<file path="config.mk">
export PLATFORM = sky130hd
export DESIGN_NAME = stlf_unit
export DESIGN_NICKNAME = d
export VERILOG_FILES = /design/src/rtl/stlf_pkg.sv /design/src/rtl/stlf_store.sv /design/src/rtl/stlf_match.sv /design/src/rtl/stlf_pick.sv /design/src/rtl/stlf_select.sv /design/src/rtl/stlf_unit.sv
export SDC_FILE = /design/constraint.sdc
export NUM_CORES = 2
export LEC_CHECK = 0
export BUFFER_PORTS_ARGS = -buffer_cell sky130_fd_sc_hd__buf_2
export CORE_UTILIZATION = 40
export CTS_BUF_LIST = sky130_fd_sc_hd__clkbuf_8
export DETAILED_ROUTE_END_ITERATION = 8
export PLACE_DENSITY = 0.67
export SYNTH_ARGS = -nofsm -noshare
export SYNTH_HDL_FRONTEND = slang
export SYNTH_SLANG_ARGS = --single-unit
</file>
<file path="constraint.sdc">
create_clock -name clk -period 10.3 [get_ports clk]
set_clock_uncertainty 0.1 [all_clocks]
set_input_delay 0.515 -clock clk [delete_from_list [all_inputs] [get_ports clk]]
set_output_delay 0.515 -clock clk [all_outputs]
set_load 0.05 [all_outputs]
</file>
<file path="src/rtl/stlf_pkg.sv">
package stlf_pkg;
  localparam int LANE_W = 8;
  typedef logic [LANE_W-1:0] lane_t;
endpackage

</file>
<file path="src/rtl/stlf_store.sv">
module stlf_store #(
  parameter int N     = 8,
  parameter int BYTES = 16,
  parameter int PA_W  = 32,
  parameter int VA_W  = 39,
  localparam int IW   = $clog2(N),
  localparam int DW   = BYTES * stlf_pkg::LANE_W
) (
  input  logic                        clk,
  input  logic                        rst_n,
  input  logic                        alloc_valid,
  input  logic [IW-1:0]               alloc_idx,
  input  logic                        addr_valid,
  input  logic [IW-1:0]               addr_idx,
  input  logic [PA_W-1:0]             addr_pa,
  input  logic [VA_W-1:0]             addr_va,
  input  logic [BYTES-1:0]            addr_mask,
  input  logic                        data_valid,
  input  logic [IW-1:0]               data_idx,
  input  logic [DW-1:0]               data_bytes,
  input  logic                        free_valid,
  input  logic [IW-1:0]               free_idx,
  output logic [N-1:0]                e_valid,
  output logic [N-1:0]                e_aok,
  output logic [N-1:0]                e_dok,
  output logic [N-1:0][PA_W-1:0]      e_pa,
  output logic [N-1:0][VA_W-1:0]      e_va,
  output logic [N-1:0][BYTES-1:0]     e_mask,
  output logic [N-1:0][DW-1:0]        e_data
);
  // address resolution is staged one cycle before it lands in the entry
  logic             st_v;
  logic [IW-1:0]    st_idx;
  logic [PA_W-1:0]  st_pa;
  logic [VA_W-1:0]  st_va;
  logic [BYTES-1:0] st_mask;

  always_ff @(posedge clk or negedge rst_n) begin
    if (!rst_n) begin
      st_v    <= 1'b0;
      st_idx  <= '0;
      st_pa   <= '0;
      st_va   <= '0;
      st_mask <= '0;
    end else begin
      st_v    <= addr_valid;
      st_idx  <= addr_idx;
      st_pa   <= addr_pa;
      st_va   <= addr_va;
      st_mask <= addr_mask;
    end
  end

  for (genvar i = 0; i < N; i++) begin : g_ent
    always_ff @(posedge clk or negedge rst_n) begin
      if (!rst_n) begin
        e_valid[i] <= 1'b0;
        e_aok[i]   <= 1'b0;
        e_dok[i]   <= 1'b0;
        e_pa[i]    <= '0;
        e_va[i]    <= '0;
        e_mask[i]  <= '0;
        e_data[i]  <= '0;
      end else begin
        if (st_v && st_idx == IW'(i)) begin
          e_pa[i]   <= st_pa;
          e_va[i]   <= st_va;
          e_mask[i] <= st_mask;
          e_aok[i]  <= 1'b1;
        end
        if (data_valid && data_idx == IW'(i)) begin
          e_data[i] <= data_bytes;
          e_dok[i]  <= 1'b1;
        end
        if (alloc_valid && alloc_idx == IW'(i)) begin
          e_valid[i] <= 1'b1;
          e_aok[i]   <= 1'b0;
          e_dok[i]   <= 1'b0;
        end
        if (free_valid && free_idx == IW'(i)) begin
          e_valid[i] <= 1'b0;
          e_aok[i]   <= 1'b0;
          e_dok[i]   <= 1'b0;
        end
      end
    end
  end
endmodule

</file>
<file path="src/rtl/stlf_match.sv">
module stlf_match #(
  parameter int N     = 8,
  parameter int BYTES = 16,
  parameter int AW    = 32,
  localparam int LSB  = $clog2(BYTES)
) (
  input  logic [AW-1:0]           q_addr,
  input  logic [BYTES-1:0]        q_mask,
  input  logic [N-1:0]            q_older,
  input  logic [N-1:0]            e_valid,
  input  logic [N-1:0]            e_aok,
  input  logic [N-1:0][AW-1:0]    e_addr,
  input  logic [N-1:0][BYTES-1:0] e_mask,
  output logic [N-1:0]            hit
);
  for (genvar i = 0; i < N; i++) begin : g_cmp
    assign hit[i] = e_valid[i] && e_aok[i] && q_older[i]
                 && ((e_addr[i] >> LSB) == (q_addr >> LSB))
                 && |(e_mask[i] & q_mask);
  end
endmodule

</file>
<file path="src/rtl/stlf_pick.sv">
module stlf_pick #(
  parameter int N    = 8,
  localparam int IW  = $clog2(N)
) (
  input  logic [N-1:0]  vec,
  input  logic [IW-1:0] tail,
  output logic          found,
  output logic [IW-1:0] idx
);
  always_comb begin
    logic [IW-1:0] cand;
    found = 1'b0;
    idx   = '0;
    for (int k = 0; k < N; k++) begin
      cand = tail - IW'(k + 1);
      if (!found && vec[cand]) begin
        found = 1'b1;
        idx   = cand;
      end
    end
  end
endmodule

</file>
<file path="src/rtl/stlf_select.sv">
module stlf_select #(
  parameter int N     = 8,
  parameter int BYTES = 16,
  localparam int IW   = $clog2(N),
  localparam int LW   = stlf_pkg::LANE_W,
  localparam int DW   = BYTES * LW
) (
  input  logic [N-1:0]            hit,
  input  logic [N-1:0][BYTES-1:0] e_mask,
  input  logic [N-1:0]            e_dok,
  input  logic [N-1:0][DW-1:0]    e_data,
  input  logic [IW-1:0]           tail,
  input  logic [BYTES-1:0]        q_mask,
  output logic [BYTES-1:0]        fmask,
  output logic [DW-1:0]           fdata,
  output logic [N-1:0]            wait_vec
);
  logic [BYTES-1:0]         lane_hit;
  logic [BYTES-1:0][IW-1:0] lane_sel;

  for (genvar b = 0; b < BYTES; b++) begin : g_lane
    logic [N-1:0]  writers;
    logic          fnd;
    logic [IW-1:0] sel;
    stlf_pkg::lane_t bval;
    for (genvar i = 0; i < N; i++) begin : g_w
      assign writers[i] = hit[i] && e_mask[i][b] && q_mask[b];
    end
    stlf_pick #(.N(N)) u_pick (.vec(writers), .tail(tail), .found(fnd), .idx(sel));
    assign bval        = e_data[sel][b*LW +: LW];
    assign lane_hit[b] = fnd;
    assign lane_sel[b] = sel;
    assign fmask[b]    = fnd && e_dok[sel];
    assign fdata[b*LW +: LW] = fmask[b] ? bval : '0;
  end

  always_comb begin
    wait_vec = '0;
    for (int b = 0; b < BYTES; b++) begin
      if (lane_hit[b] && !e_dok[lane_sel[b]]) wait_vec[lane_sel[b]] = 1'b1;
    end
  end
endmodule

</file>
<file path="src/rtl/stlf_unit.sv">
module stlf_unit #(
  parameter int N     = 8,
  parameter int BYTES = 16,
  parameter int PA_W  = 32,
  parameter int VA_W  = 39,
  localparam int IW   = $clog2(N),
  localparam int DW   = BYTES * stlf_pkg::LANE_W
) (
  input  logic             clk,
  input  logic             rst_n,
  input  logic             alloc_valid,
  input  logic [IW-1:0]    alloc_idx,
  input  logic             addr_valid,
  input  logic [IW-1:0]    addr_idx,
  input  logic [PA_W-1:0]  addr_pa,
  input  logic [VA_W-1:0]  addr_va,
  input  logic [BYTES-1:0] addr_mask,
  input  logic             data_valid,
  input  logic [IW-1:0]    data_idx,
  input  logic [DW-1:0]    data_bytes,
  input  logic             free_valid,
  input  logic [IW-1:0]    free_idx,
  input  logic             q_valid,
  input  logic [PA_W-1:0]  q_pa,
  input  logic [VA_W-1:0]  q_va,
  input  logic [BYTES-1:0] q_mask,
  input  logic [N-1:0]     q_older,
  input  logic [IW-1:0]    q_tail,
  output logic [BYTES-1:0] f1_mask,
  output logic             f1_data_wait,
  output logic             r2_valid,
  output logic [BYTES-1:0] r2_mask,
  output logic [DW-1:0]    r2_data,
  output logic             r2_data_wait,
  output logic [IW-1:0]    r2_data_idx,
  output logic             r2_addr_wait,
  output logic [IW-1:0]    r2_addr_idx,
  output logic             r2_mismatch
);
  logic [N-1:0]            e_valid, e_aok, e_dok;
  logic [N-1:0][PA_W-1:0]  e_pa;
  logic [N-1:0][VA_W-1:0]  e_va;
  logic [N-1:0][BYTES-1:0] e_mask;
  logic [N-1:0][DW-1:0]    e_data;

  stlf_store #(.N(N), .BYTES(BYTES), .PA_W(PA_W), .VA_W(VA_W)) u_store (
    .clk(clk), .rst_n(rst_n),
    .alloc_valid(alloc_valid), .alloc_idx(alloc_idx),
    .addr_valid(addr_valid), .addr_idx(addr_idx), .addr_pa(addr_pa),
    .addr_va(addr_va), .addr_mask(addr_mask),
    .data_valid(data_valid), .data_idx(data_idx), .data_bytes(data_bytes),
    .free_valid(free_valid), .free_idx(free_idx),
    .e_valid(e_valid), .e_aok(e_aok), .e_dok(e_dok),
    .e_pa(e_pa), .e_va(e_va), .e_mask(e_mask), .e_data(e_data)
  );

  logic [N-1:0] vhit, phit;

  stlf_match #(.N(N), .BYTES(BYTES), .AW(VA_W)) u_vmatch (
    .q_addr(q_va), .q_mask(q_mask), .q_older(q_older), .e_valid(e_valid),
    .e_aok(e_aok), .e_addr(e_va), .e_mask(e_mask), .hit(vhit)
  );
  stlf_match #(.N(N), .BYTES(BYTES), .AW(PA_W)) u_pmatch (
    .q_addr(q_pa), .q_mask(q_mask), .q_older(q_older), .e_valid(e_valid),
    .e_aok(e_aok), .e_addr(e_pa), .e_mask(e_mask), .hit(phit)
  );

  logic [BYTES-1:0] fmask;
  logic [DW-1:0]    fdata;
  logic [N-1:0]     wait_vec;

  stlf_select #(.N(N), .BYTES(BYTES)) u_sel (
    .hit(vhit), .e_mask(e_mask), .e_dok(e_dok), .e_data(e_data),
    .tail(q_tail), .q_mask(q_mask), .fmask(fmask), .fdata(fdata), .wait_vec(wait_vec)
  );

  logic [N-1:0]  unk_vec;
  logic          dw_fnd, aw_fnd;
  logic [IW-1:0] dw_idx, aw_idx;

  assign unk_vec = e_valid & ~e_aok & q_older;

  stlf_pick #(.N(N)) u_dpick (.vec(wait_vec), .tail(q_tail), .found(dw_fnd), .idx(dw_idx));
  stlf_pick #(.N(N)) u_apick (.vec(unk_vec),  .tail(q_tail), .found(aw_fnd), .idx(aw_idx));

  assign f1_mask      = q_valid ? fmask : '0;
  assign f1_data_wait = q_valid && dw_fnd;

  always_ff @(posedge clk or negedge rst_n) begin
    if (!rst_n) begin
      r2_valid     <= 1'b0;
      r2_mask      <= '0;
      r2_data      <= '0;
      r2_data_wait <= 1'b0;
      r2_data_idx  <= '0;
      r2_addr_wait <= 1'b0;
      r2_addr_idx  <= '0;
      r2_mismatch  <= 1'b0;
    end else begin
      r2_valid     <= q_valid;
      r2_mask      <= f1_mask;
      r2_data      <= q_valid ? fdata : '0;
      r2_data_wait <= f1_data_wait;
      r2_data_idx  <= q_valid ? dw_idx : '0;
      r2_addr_wait <= q_valid && aw_fnd;
      r2_addr_idx  <= q_valid ? aw_idx : '0;
      r2_mismatch  <= q_valid && (vhit != phit);
    end
  end
endmodule

</file>
After elaboration in Yosys (flattened, before gate mapping)
Cells that the tools add are included.

Bits in registers: 1989.

$add $sub $neg: 7. $lt $le $gt $ge: 40. Eq/ne operators: 45. Muxes and demuxes: 772. Bitwise operators: 26. Reduce and logical (&&, ||, !) cells: 691.

Operators by type and width (count): binary-select mux 128 bit (select 3 bit) (16); logical AND 1 bit (513); binary-select mux 1 bit (select 3 bit) (160); 2-to-1 mux 3 bit (146); 2-to-1 mux 1 bit (384); equality test 35 bit (8); 2-to-1 mux 8 bit (33); 2-to-1 mux 128 bit (2); equality test 28 bit (8); zero test 1 bit (142); bitwise AND 16 bit (8); OR reduction 16 bit (8); 2-to-1 mux 120 bit (1); OR 8 bit (15); 2-to-1 mux 112 bit (1); 2-to-1 mux 104 bit (1); less-than comparator 3 x 4 -> 1 bit, second input constant (24); 2-to-1 mux 96 bit (1); 2-to-1 mux 88 bit (1); 2-to-1 mux 80 bit (1); 2-to-1 mux 72 bit (1); 2-to-1 mux 64 bit (1); 2-to-1 mux 56 bit (1); demux 1 bit (select 3 bit) (16); 18 further kinds (89).

Depth between registers and ports, before layout
Word-level depth: 90. Mapped depth: 38. Mapped depth without buffers: 22.

By module
From an unflattened synthesis, not the netlist that was laid out.

Cell total of the unflattened synthesis: 8608. Area total of the unflattened synthesis: 109304.8 µm².

Modules (own cells, without submodules): stlf_store (times used 1, cells each 3824, area an instance 67019.3 µm²); stlf_pick (times used 18, cells each 108, area an instance 962.2 µm²); stlf_select (times used 1, cells each 1556, area an instance 12022.8 µm²); stlf_unit (times used 1, cells each 349, area an instance 5084.9 µm²); stlf_match at u_vmatch (times used 1, cells each 507, area an instance 4249.1 µm²); stlf_match at u_pmatch (times used 1, cells each 428, area an instance 3609.7 µm²).

Worst setup path before layout
No wires, ideal clock.

Path type: input to output. Start: input port q_tail[0]. End: output port f1_data_wait. Arrival: 9117 ps. Path slack: 568 ps. Cell stages on the path: 37. Cell sequence: clkbuf_1 inv_1 buf_2 buf_2 buf_2 buf_2 buf_2 buf_2 buf_2 buf_2 buf_1 clkbuf_1 clkbuf_1 ha_1 clkbuf_1 buf_2 clkbuf_1 clkbuf_1 buf_2 buf_1 clkbuf_1 clkbuf_1 a31oi_1 mux2i_1 o22ai_1 a221oi_2 buf_2 nand2_1 o32ai_1 nor4_1 a21oi_1 o22ai_1 or2_1 a31oi_1 o32ai_2 and3_1 a31oi_1.

Cells in the longest elaborated chain, start to end: 85. Elaborated cells on any way between the ends: 957.

Ends and longest elaborated chain: start: declaration (RTL line stlf_unit.sv:28) `input logic [IW-1:0] q_tail,`; subtractor 3 x 1 -> 3 bit (RTL line stlf_pick.sv:15) `cand = tail - IW'(k + 1);`; binary-select mux 1 bit (select 3 bit) (RTL line stlf_pick.sv:16) `if (!found && vec[cand]) begin`; 2-to-1 mux 1 bit (implied by the code) (RTL line stlf_pick.sv:16); 2-to-1 mux 1 bit (RTL line stlf_pick.sv:16); zero test 1 bit (RTL line stlf_pick.sv:16); logical AND 1 bit (RTL line stlf_pick.sv:16); 2-to-1 mux 1 bit (RTL line stlf_pick.sv:16); zero test 1 bit (RTL line stlf_pick.sv:16); [... 69 more ...]; 2-to-1 mux 1 bit (RTL line stlf_pick.sv:16); zero test 1 bit (RTL line stlf_pick.sv:16); logical AND 1 bit (RTL line stlf_pick.sv:16); 2-to-1 mux 1 bit (RTL line stlf_pick.sv:16); zero test 1 bit (RTL line stlf_pick.sv:16); logical AND 1 bit (RTL line stlf_pick.sv:16); 2-to-1 mux 1 bit (*) (RTL line stlf_pick.sv:16); logical AND 1 bit (*) (RTL line stlf_unit.sv:87) `assign f1_data_wait = q_valid && dw_fnd;`; end: declaration (RTL line stlf_unit.sv:30) `output logic f1_data_wait,`.

Every way passes the cells marked *; elsewhere a longest branch is shown, timed or not. The select of a mux whose other input is x is not followed.

Worst setup path after layout
Start: register u_store.e_va[263] (netlist name). End: output port f1_data_wait.

Cells in the longest elaborated chain, start to end: 89. Elaborated cells on any way between the ends: 985.

Ends and longest elaborated chain: start: declaration (RTL line stlf_store.sv:27) `output logic [N-1:0][VA_W-1:0] e_va,`; start signal: indexed assignment (RTL line stlf_store.sv:67) `e_va[i] <= st_va;`; equality test 35 bit (*) (RTL line stlf_match.sv:18) `&& ((e_addr[i] >> LSB) == (q_addr >> LSB))`; logical AND 1 bit (*) (RTL line stlf_match.sv:18); logical AND 1 bit (*) (RTL line stlf_match.sv:19) `&& |(e_mask[i] & q_mask);`; logical AND 1 bit (2 in series) (RTL line stlf_select.sv:27) `assign writers[i] = hit[i] && e_mask[i][b] && q_mask[b];`; binary-select mux 1 bit (select 3 bit) (RTL line stlf_pick.sv:16); 2-to-1 mux 1 bit (implied by the code) (RTL line stlf_pick.sv:16); 2-to-1 mux 1 bit (RTL line stlf_pick.sv:16); zero test 1 bit (RTL line stlf_pick.sv:16); [... 72 more ...]; 2-to-1 mux 1 bit (RTL line stlf_pick.sv:16); zero test 1 bit (RTL line stlf_pick.sv:16); logical AND 1 bit (RTL line stlf_pick.sv:16); 2-to-1 mux 1 bit (RTL line stlf_pick.sv:16); zero test 1 bit (RTL line stlf_pick.sv:16); logical AND 1 bit (RTL line stlf_pick.sv:16); 2-to-1 mux 1 bit (*) (RTL line stlf_pick.sv:16); logical AND 1 bit (*) (RTL line stlf_unit.sv:87).

Marks and branches as above.

==> flow_metrics.py <==
metrics = {
    "layout": {
        "drive_gt1_share_pct": 32.3,
        "area_growth_pct": 19.2,
        "layout_common_cells": "1917 x dfrtp_1, 1743 x mux2_2, 782 x buf_4",
        "final_common_cell": "dfrtp_1",
        "fin_cells": 15800,
        "fin_util_pct": 48.0,
        "nets": 12100,
    },
    "critical_path": {
        "r2r_start": "u_store.e_va[263]",
        "crit_path_start": "u_store.e_va[263]",
        "required_ns": 9.69,
        "timing.rr.end": "r2_data_idx[0]",
        "cp-start-kind": "flop",
        "path_class": "reg -> out",
        "r2r_cells": 25,
        "crit_fanout": 17,
        "endpoint": "f1_data_wait",
        "critical_path_arrival_ns": 9.74,
        "end_kind": "primary output",
        "worst-r2r-setup-slack_ns": 1.35,
    },
    "detailed_routing": {
        "drtIter0Drc": 13400,
        "routed_via_density": 6.68,
        "antenna_left": 0,
        "drt-total-wl_um": 585000,
        "wl_per_cell_um": 37.2,
        "vias": 105000,
        "post-route-drc-count": 0,
        "drt_pass1_iterations": 8,
    },
    "sta": {
        "rsz0062_at_grt": "no",
        "fin_crit_sh_pct": 101,
        "fin_tns_setup_ns": -0.0517,
        "relSlewSlack_pct": -6.93,
        "slew_violations": 9,
        "period_needed_ns": 10.35,
        "timing.hold.ws_ns": 0.0538,
        "timing.final.ws_setup_ns": -0.0517,
        "max_freq_mhz": 96.6,
        "timing_hold_violations_final": 0,
        "finalSetupViolCount": 1,
        "worst_slew_pin_slew_ns": 1.60,
    },
    "grt": {
        "grt_util_met3_pct": 15.1,
        "grt_use_met1_pct": 52.7,
        "grt_use_met2_pct": 57.4,
        "grt_pass1_vias": 103000,
        "busiest_layer": "met2",
        "globalRouteOverflowTotal": 0,
        "grt.total_usage_pct": 40.7,
        "grt_max_degree": 186,
        "grt_pass1_wl_um": 808000,
        "antenna_found_initial": 78,
    },
    "die": {
        "core_area_um2": 276000,
        "start_util_pct": 40.3,
        "die_y_um": 530,
        "core.rowCount": 193,
        "die_area_um2": 280000,
        "die_width_um": 530,
        "pin_count": 503,
    },
    "synth": {
        "syn_avg_cell_area_um2": 10.5,
        "synth.lib_cells_used.distinct": 127,
        "ys_ff_latch": 1917,
        "synth-edff-count": 0,
        "syn_area_um2": 111000,
        "postSynthCellCount": 10600,
        "synth-seq-area-share_pct": 43.1,
        "ys.flop_type": "dfrtp_1",
        "ys_warn_count": 0,
        "syn_nets": 11000,
        "synthArstFlopShare_pct": 100,
    },
    "placed_design": {
        "place.gp.congestion": 1.16,
        "dp_cells": 14800,
        "dp_hpwl_um": 414000,
        "port_buffers": 486,
    },
    "cts": {
        "insertion_delay_ns": 1.14,
        "clock_path_buffers": 4,
        "root_buffer": "clkbuf_8",
        "clock_sinks": 1917,
        "cts_buffers": 332,
        "clk_pin_slew_worst_paths_ns": 0.06,
        "cts_tree": "built",
        "cts.htree.levels": 5,
        "post_cts_buffers": 0,
    },
    "power_and_ir_drop": {
        "p_sw_share_pct": 36.8,
        "power_switching_w": 0.00926,
        "leakage_nw": 55.0,
        "combPwrFrac_pct": 30.2,
        "internal_power_w": 0.0159,
        "clkPwrFrac_pct": 28.5,
        "ir_drop_v": 0.000157,
        "power.density_nw_per_um2": 190,
        "power_frac_seq_pct": 41.3,
        "p_total_w": 0.0252,
    },
    "flow_run": {
        "maxCapViolCount": 2,
    },
    "outcome": {
        "status": "complete, but fails checks",
        "violations": "capacitance limit, slew limit, setup timing",
    },
    "worst_hold_path": {
        "hold_path.class": "in -> reg",
    },
}
==> critical path: stages, from the launching register on <==
cell       delay [ns]
dfrtp_1          0.39
xor2_1           0.24
nor4_1           0.47
nand4_2          0.65
buf_4            0.47
nor4_4           0.33
buf_4            0.47
nand2_1          0.12
o21ai_0          0.75
o31ai_1          0.34
nand4b_1         0.40
nor3_1           0.08
a21oi_1          0.98
a2111o_1         0.43
o221ai_1         0.13
a2111oi_0        0.50
buf_4            0.19
inv_1            0.05
o21ai_0          0.22
buf_4            0.16
a21o_1           0.20
a31oi_1          0.13
o32ai_2          0.32
and3_1           0.23
a31oi_1          0.09
buf_4            0.18
buf_12           0.15
==> cell usage after synthesis (all sizes together), types with 89 or more instances <==
library cell / count / area share [%]
buf: 252 / 1.1
o22ai: 156 / 0.90
nor2: 546 / 1.9
xor2: 340 / 2.7
clkbuf: 600 / 2.0
a22oi: 122 / 0.86
and3: 109 / 0.61
and2: 117 / 0.66
nand3: 350 / 1.6
nor4: 267 / 1.7
nand2: 681 / 2.3
mux2i: 329 / 3.0
a32oi: 89 / 0.71
nor3: 260 / 1.2
mux2: 1744 / 18
o21ai: 284 / 1.3
a211oi: 176 / 1.2
nand4: 331 / 1.9
xnor2: 172 / 1.4
dfrtp: 1917 / 43
a21oi: 331 / 1.5
==> cells by family after synthesis <==
logic type | share of synthesized area [%]
buffers and inverters | 3.42
AOI/OAI and AO/OA | 13.7
adders and majority gates | 0.0225
and+or+nand+nor | 14.4
muxes | 21.4
DFF | 43.1
xor gates and xnor gates | 4.03
==> how the worst min path moves through the flow <==
stage | start | endpoint | slack [ns] | cells past startpoint
6_report | addr_mask[1] | u_store.st_mask[1] | 0.05 | 2
4_1_cts | data_idx[1] | u_store.e_data[274] | 0.001 | 4
3_3_place_gp | u_store.e_data[411] | u_store.e_data[411] | 0.38 | 1
3_5_place_dp | u_store.e_data[717] | u_store.e_data[717] | 0.38 | 1
2_1_floorplan | rst_n | r2_addr_idx[0] | 0.12 | 0
5_1_grt | addr_mask[1] | u_store.st_mask[1] | 0.06 | 2
==> repair_timing <==
item                                   in CTS  in global routing
hold buffers                              309                  0
gates resized for setup                     0                  0
endpoints found under the hold margin    1267                  0
==> sequential cells by signal, indices dropped and copies added (netlist names), 16 cells and up <==
| name | count |
|---|---|
| u_store.st_va | 35 |
| u_store.e_va | 280 |
| r2_data | 128 |
| u_store.st_pa | 28 |
| u_store.e_pa | 224 |
| u_store.e_mask | 128 |
| r2_mask | 16 |
| u_store.e_data | 1024 |
| u_store.st_mask | 16 |
==> metal layers <==
layer,part of all wire (%),vias up
met1,40,53900
li1,-,42500
met2,41,6950
met5,0.051,-
met3,12,1910
met4,7.1,36
==> stage by stage <==
step                      worst slack, ns  instance area (um2)
after CTS                           0.436               133000
after global routing             0.000262               133000
after detailed placement             1.02               123000
final                             -0.0517               133000
after floorplan                     0.568               111000
after global placement               1.09               123000
==> area by class of cell <==
cell class,instances,area [um2]
multi-input combinational,7779,60400
fill,24900,144000
inverter,77,294
clock buffer,409,5630
antenna,57,143
timing repair buffer,1626,12400
clock inverter,182,1160
sequential,1917,48000
tap,3705,4640
==> power groups by stage <==
stage / combinational, W / sequential, W / clock (W)
finish: 0.00761 / 0.0104 / 0.00716
detailed placement: 0.00723 / 0.0104 / 0
floorplan: 0.00417 / 0.0102 / 0
global route: 0.00792 / 0.0105 / 0.00762
global placement: 0.00708 / 0.0103 / 0
CTS: 0.00737 / 0.0103 / 0.00727
No activity file was read; power rests on OpenSTA's default activity.
